==> config.mk <==
export PLATFORM = sky130hd
export DESIGN_NAME = decade_div_counter
export DESIGN_NICKNAME = d
export VERILOG_FILES = /design/src/rtl/dd_pkg.sv /design/src/rtl/dd_fall_det.sv /design/src/rtl/dd_div2.sv /design/src/rtl/dd_div5.sv /design/src/rtl/decade_div_counter.sv
export SDC_FILE = /design/constraint.sdc
export NUM_CORES = 1
export LEC_CHECK = 0
export ABC_AREA = 1
export BUFFER_PORTS_ARGS = -buffer_cell sky130_fd_sc_hd__buf_2
export CORE_MARGIN = 2
export CORE_UTILIZATION = 30
export CTS_BUF_LIST = sky130_fd_sc_hd__clkbuf_2
export CTS_CLUSTER_DIAMETER = 200
export DETAILED_ROUTE_END_ITERATION = 10
export GPL_TIMING_DRIVEN = 0
export PLACE_DENSITY = 0.45
export SLEW_MARGIN = 20
export SYNTH_ARGS = -nofsm -noshare
export SYNTH_HDL_FRONTEND = slang
export SYNTH_SLANG_ARGS = --single-unit
==> constraint.sdc <==
create_clock -name clk -period 1.4 [get_ports clk]
set_input_delay 0 -clock clk [delete_from_list [all_inputs] [get_ports clk]]
set_output_delay 0 -clock clk [all_outputs]
set_load 0.05 [all_outputs]
==> src/rtl/dd_pkg.sv <==
package dd_pkg;
  typedef enum logic {
    MODE_DEC   = 1'b0,
    MODE_SPLIT = 1'b1
  } dd_mode_e;

  localparam int unsigned QUIN_W   = 3;
  localparam int unsigned QUIN_TOP = 4;
endpackage

==> src/rtl/dd_fall_det.sv <==
module dd_fall_det #(
  parameter int unsigned STAGES = 2
) (
  input  logic clk,
  input  logic rst,
  input  logic din,
  output logic fall
);
  localparam int unsigned LAST = STAGES - 1;

  logic [STAGES-1:0] sync_q;
  logic              prev_q;

  generate
    if (STAGES == 1) begin : g_one
      always_ff @(posedge clk) begin
        if (rst) sync_q <= '0;
        else     sync_q <= din;
      end
    end else begin : g_chain
      always_ff @(posedge clk) begin
        if (rst) sync_q <= '0;
        else     sync_q <= {sync_q[STAGES-2:0], din};
      end
    end
  endgenerate

  always_ff @(posedge clk) begin
    if (rst) prev_q <= 1'b0;
    else     prev_q <= sync_q[LAST];
  end

  assign fall = prev_q & ~sync_q[LAST];

  // a detected edge is a single-cycle strobe
  a_r2_fall_single: assert property (@(posedge clk) disable iff (rst)
    fall |=> !fall);
endmodule

==> src/rtl/dd_div2.sv <==
module dd_div2 (
  input  logic clk,
  input  logic rst,
  input  logic clr,
  input  logic adv,
  output logic q
);
  always_ff @(posedge clk) begin
    if (rst || clr) q <= 1'b0;
    else if (adv)   q <= ~q;
  end

  // no advance, no change
  a_r2_div2_hold: assert property (@(posedge clk) disable iff (rst)
    (!adv && !clr) |=> $stable(q));
endmodule

==> src/rtl/dd_div5.sv <==
module dd_div5 #(
  parameter int unsigned W   = 3,
  parameter int unsigned TOP = 4
) (
  input  logic         clk,
  input  logic         rst,
  input  logic         clr,
  input  logic         adv,
  output logic [W-1:0] q
);
  localparam logic [W-1:0] TOP_V = W'(TOP);

  logic [W-1:0] nxt;

  always_comb begin
    if (q >= TOP_V) nxt = '0;
    else            nxt = q + W'(1);
  end

  always_ff @(posedge clk) begin
    if (rst || clr) q <= '0;
    else if (adv)   q <= nxt;
  end

  // value stays within 0..TOP
  a_r8_in_range: assert property (@(posedge clk) disable iff (rst)
    q <= TOP_V);
  // no advance, no change
  a_r2_div5_hold: assert property (@(posedge clk) disable iff (rst)
    (!adv && !clr) |=> $stable(q));
endmodule

==> src/rtl/decade_div_counter.sv <==
module decade_div_counter #(
  parameter int unsigned SYNC_STAGES = 2
) (
  input  logic       clk,
  input  logic       rst,
  input  logic       clr,
  input  logic       mode,
  input  logic       cnt_a,
  input  logic       cnt_b,
  output logic [3:0] q,
  output logic       wrap
);
  import dd_pkg::*;

  localparam int unsigned QW    = QUIN_W;
  localparam int unsigned MSB   = QW - 1;
  localparam logic [QW-1:0] TOPV = QW'(QUIN_TOP);

  dd_mode_e    md;
  logic        fall_a, fall_b;
  logic        adv2, adv5;
  logic        bit0;
  logic [QW-1:0] hi;
  logic        bit0_d, msb_d;
  logic        bit0_fall, msb_fall;
  logic        wrap_q;

  assign md = dd_mode_e'(mode);

  dd_fall_det #(.STAGES(SYNC_STAGES)) u_det_a (
    .clk(clk), .rst(rst), .din(cnt_a), .fall(fall_a));
  dd_fall_det #(.STAGES(SYNC_STAGES)) u_det_b (
    .clk(clk), .rst(rst), .din(cnt_b), .fall(fall_b));

  // internal carry: falling edge of the first section's registered bit
  always_ff @(posedge clk) begin
    if (rst || clr) begin
      bit0_d <= 1'b0;
      msb_d  <= 1'b0;
    end else begin
      bit0_d <= bit0;
      msb_d  <= hi[MSB];
    end
  end

  assign bit0_fall = bit0_d & ~bit0;
  assign msb_fall  = msb_d  & ~hi[MSB];

  always_comb begin
    if (md == MODE_DEC) begin
      adv2 = fall_a;
      adv5 = bit0_fall;
    end else begin
      adv2 = msb_fall;
      adv5 = fall_b;
    end
  end

  dd_div2 u_two (
    .clk(clk), .rst(rst), .clr(clr), .adv(adv2), .q(bit0));

  dd_div5 #(.W(QW), .TOP(QUIN_TOP)) u_five (
    .clk(clk), .rst(rst), .clr(clr), .adv(adv5), .q(hi));

  always_ff @(posedge clk) begin
    if (rst || clr)          wrap_q <= 1'b0;
    else if (md == MODE_DEC) wrap_q <= adv5 && (hi == TOPV);
    else                     wrap_q <= adv2 && bit0;
  end

  assign q    = {hi, bit0};
  assign wrap = wrap_q;

  // clear empties the counter on the next clock
  a_r3_clear_zero: assert property (@(posedge clk) disable iff (rst)
    clr |=> (q == 4'd0));
  // wrap coincides with a zero count
  a_r9_wrap_zero: assert property (@(posedge clk) disable iff (rst)
    wrap |-> (q == 4'd0));
  // wrap lasts one clock
  a_r9_wrap_single: assert property (@(posedge clk) disable iff (rst)
    wrap |=> !wrap);
  // decimal mode never shows a code above nine
  a_r4_dec_range: assert property (@(posedge clk) disable iff (rst)
    (md == MODE_DEC) |-> (q <= 4'd9));
endmodule

Word level (Yosys, flattened, before mapping)
Cells that the tools add are included.
- input port bits: 6
- word-level logic and storage cells: 27
- register bits after elaboration: 13
- magnitude comparators: 1
- reductions and logical operators: 3
- eq/ne operators: 1
- $add $sub $neg: 1
- bitwise logic cells: 8
- muxes and demuxes: 4
- operators by type and width (kind ; number):
    AND 1 bit ; 4
    inverter 1 bit ; 4
    adder 3 x 1 -> 3 bit (second input constant) ; 1
    equality test 3 bit (second input constant) ; 1
    greater-or-equal comparator 3 bit (second input constant) ; 1
    2-to-1 mux 1 bit ; 3
    2-to-1 mux 3 bit ; 1
    logical AND 1 bit ; 2
    logical OR 1 bit ; 1

Logic depth before layout (Yosys ltp)
- word-level depth: 5
- gate-level depth with buffers: 6
- gate-level depth less buffers: 6

Cells and area by module
A second synthesis with hierarchy kept.
- cells, all modules: 75
- area total of the unflattened synthesis: 533.0 µm²
- modules (own cells, without submodules) (module ; seq. area each (µm²) ; cells each ; area an instance (µm²) ; instances):
    dd_fall_det ; 60.1 ; 11 ; 92.6 ; 2
    decade_div_counter ; 60.1 ; 26 ; 155.1 ; 1
    dd_div5 ; 60.1 ; 21 ; 151.4 ; 1
    dd_div2 ; 20.0 ; 6 ; 41.3 ; 1

Least setup slack after synthesis
No wires, ideal clock.
- path type: reg2reg
- start: reg u_five.q[0]
- end: reg u_five.q[1]
- clock period less this slack: 1.422 ns
- setup slack: -0.022 ns
- stages on the path, launching flop included: 7
- arrival: 1.307 ns
- required time: 1.285 ns
- setup time: 0.115 ns
- cell sequence: dfxtp_1 inv_1 ha_1 inv_1 nor2_1 a21oi_1 nor2_1
- cells in the longest elaborated chain, start to end: 2
- RTL lines (what ; line ; text):
    start, declared ; dd_div5.sv:9 ; output logic [W-1:0] q
    start signal, assigned ; dd_div5.sv:22 ; else if (adv) q <= nxt;
    adder 3 x 1 -> 3 bit / greater-or-equal comparator 3 bit (equally long branches) ; dd_div5.sv:17, dd_div5.sv:16 ;
    2-to-1 mux 3 bit (*) ; dd_div5.sv:16 ; if (q >= TOP_V) nxt = '0;
Mark *: on every way between the ends. The rest lies on a longest branch, timed or not.
A chain may end at the register's enable or synchronous reset.

Final worst setup path
- start: in rst
- end: reg u_det_b.sync_q[0]
- RTL lines (what ; line ; text):
    start, declared ; decade_div_counter.sv:5 ; input logic rst,
    end signal, assigned ; dd_fall_det.sv:23 ; else sync_q <= {sync_q[STAGES-2:0], din};
    end, declared ; dd_fall_det.sv:11 ; logic [STAGES-1:0] sync_q;
No word-level cell between the ends.

==> metrics.md <==
| Metric | Value |
|---|---|
| Total grt overflow | 0 |
| Layout cells sized above 1 | 0.253 |
| Crit path DAT | 1.31 ns |
| Most used routing layer | met1 |
| WS Path Type | primary input to flop |
| Yosys reg bits | 13 |
| First-pass GRT wire length | 1510 um |
| Initial DRT Pass Iterations | 5 |
| PnR Total Power | 616 uW |
| Setup crit end kind | flop |
| Post-Syn Area per Cell | 7.82 um^2 |
| Max Root-Sink Buffers | 2 |
| Min Tclk post-route | 1.15 ns |
| Most Frequent Cell on Critical Path | dlygate4sd3_1 |
| Antenna-violating nets left | 0 |
| Most frequent cells in the layout | inv_1 (14), nor2_1 (13), dfxtp_1 (12) |
| CTS tree | yes |
| Fin crit share | 0.824 |
| Initial antenna violation count | 0 |
| Min Hold Slack | 0.0159 ns |
| DP Wirelength | 667 um |
| Root buffer cell | clkbuf_2 |
| Hold Path Origin | clr |
| RR Endpoint | u_five.q[1] |
| Avg Vias per Cell | 4.13 |
| Net switching power | 141 uW |
| Vias in the first global route | 372 |
| GRT Total Usage | 0.104 |
| # IOs | 11 |
| Leak pwr | 0.355 nW |
| Worst reg-to-reg path cell count | 6 |
| Slowest-stage cell, CP | dlygate4sd3_1 |
| Endpoints failing hold | 0 |
| Largest fanout on the critical path | 7 |
| Drc violations | 0 |
| Hold depth | 4 |
| Setup bufs post-CTS | 0 |
| Initial core utilization | 0.315 |
| Yosys warnings | 0 |
| Max Cap Viol | 0 |
| GR Util met2 | 0.136 |
| Internal Power | 475 uW |
| Placed cell area | 604 um^2 |
| Starting DRC count in detailed routing | 10 |
| Final setup slack of the worst path | 0.246 ns |
| Max_slew headroom | 0.834 |
| CP startpoint kind | primary input |
| DR vias | 429 |
| Fin. max-slew vios | 0 |
| Pwr dens | 914 mW/mm^2 |
| Die area | 0.00213 mm^2 |
| RSZ-0062 raised after global routing | false |
| Total Wirelength | 890 um |
| Unique cell type count in the Yosys netlist | 16 |
| Area Growth Syn to Fin | 26.8% |
| H-tree depth reported by CTS | 1 |
| Met1 Use GR | 0.141 |
| Largest net degree at the start of global routing | 8 |
| Clock skew | 0.00919 ns |
| Least-Margin Pin Slew | 0.250 ns |
| Reg power frac | 0.616 |
| Syn Nets | 76 |
| Non-filler instance count after layout | 104 |
| Fmax | 0.867 GHz |
| Cells after DPL | 95 |
| Layout Utilization | 0.399 |
| Port buffer count | 10 |
| Gpl congestion | 0.731 |
| Clock Latency Late Sink | 0.26 ns |
| Maximum vdd drop | 0.509 mV |
| N_diodes | 0 |
| Worst hold endpoint | msb_d |
| Met3 Track Usage GR | 0.0353 |
| Clock sink total | 13 |
| Logic pwr share | 0.076 |
| Final instance area | 674 um^2 |
| Core area | 0.00169 mm^2 |
| Reg2Reg Setup Slack | 0.34 ns |
| Gate count of the mapped netlist | 68 |
| Status | finished, final reports clean |
| CP Cell Sequence | dlygate4sd3_1 -> buf_2 -> nor2_1 -> dlygate4sd3_1 |
| Setup_tns | 0 ns |
| Routed wire per std cell | 8.56 um |
| # nets final | 96 |
| Net Sw Frac | 0.229 |
| Clock-pin slew of the registers on the worst-case setup and hold paths | 0.13 ns |
| Origin of the critical flop-to-flop path | u_five.q[0] |
| Crit path largest cell delay | 0.54 ns |
| Die W | 46.1 um |
| Clock power frac | 0.308 |
| Post-synthesis cell area | 532 um^2 |
| Pre-CTS setup slack | 0.362 ns |
| Core Rows | 15 |
| CTS buffer count | 3 |
| Hold crit path type | primary input to flop |
| Die height | 46.1 um |
| Final setup fails | 0 |
| WP data required | 1.55 ns |
| Commonest non-fill, non-tap cell in the layout | inv_1 |
| Seq/Total Area, Yosys | 0.489 |
-- how the worst max path moves through the flow --
stage / startpoint / to / slack, ns / depth (start not counted)
3_3_place_gp: u_five.q[0] / u_five.q[1] / 0.37 / 6
5_1_grt: rst / u_det_a.sync_q[0] / 0.21 / 4
6_report: rst / u_det_b.sync_q[0] / 0.25 / 4
4_1_cts: rst / u_det_b.sync_q[0] / 0.27 / 4
2_1_floorplan: u_five.q[1] / u_five.q[1] / 0.02 / 6
3_5_place_dp: u_five.q[0] / u_five.q[1] / 0.36 / 6
-- power by group through the flow --
stage	clock, mW	sequential [mW]	combinational (mW)
after global placement	0	0.388	0.0358
after detailed placement	0	0.388	0.0365
after CTS	0.199	0.380	0.0470
after floorplan	0	0.389	0.0201
final	0.190	0.380	0.0466
after global routing	0.216	0.381	0.0526
-- cell usage after synthesis (all sizes together) --
| library cell | n | share of area |
|---|---|---|
| a21oi | 3 | 0.028 |
| buf | 1 | 0.014 |
| dfxtp | 13 | 0.49 |
| ha | 2 | 0.047 |
| inv | 15 | 0.11 |
| nand2 | 10 | 0.089 |
| nand3 | 7 | 0.075 |
| nand3b | 1 | 0.014 |
| nand4 | 1 | 0.012 |
| nor2 | 15 | 0.12 |
-- logic make-up after synthesis --
family,count (synthesis),share of synthesized area
AOI/OAI and AO/OA,3,0.0282
and+or+nand+nor,34,0.315
buffers and inverters,16,0.120
DFF,13,0.489
adders and majority gates,2,0.0471
-- sequential cells by signal (all words and copies together), names as in the netlist --
signal and flops:
bit0_d 1, msb_d 1, u_det_a.prev_q 1, u_det_a.sync_q 2
u_det_b.prev_q 1, u_det_b.sync_q 2, u_five.q 3, u_two.q 1
wrap 1
-- cell type report --
| class | instances | area, um^2 |
|---|---|---|
| Buffer | 1 | 7.51 |
| Clock buffer | 4 | 20.0 |
| Fill cell | 170 | 1010 |
| Inverter | 15 | 56.3 |
| Multi-Input combinational cell | 39 | 208 |
| Sequential cell | 13 | 262 |
| Tap cell | 17 | 21.3 |
| Timing Repair Buffer | 15 | 100 |
-- per-layer routing --
layer	routed length (um)	vias up
li1	-	242
met1	489	176
met2	347	9
met3	43	2
met4	10	0
met5	0	-
-- critical path, delay by kind of cell --
family | cells | cell delay [ns]
AND/OR/NAND/NOR | 1 | 0.06
buffers and inverters | 3 | 1.24
-- timing repair --
item | in CTS | in global routing
hold buffers | 5 | 0
hold endpoints to repair | 6 | 0
resized for setup | 0 | 0
Note: power is estimated with default switching activity, not from simulation.
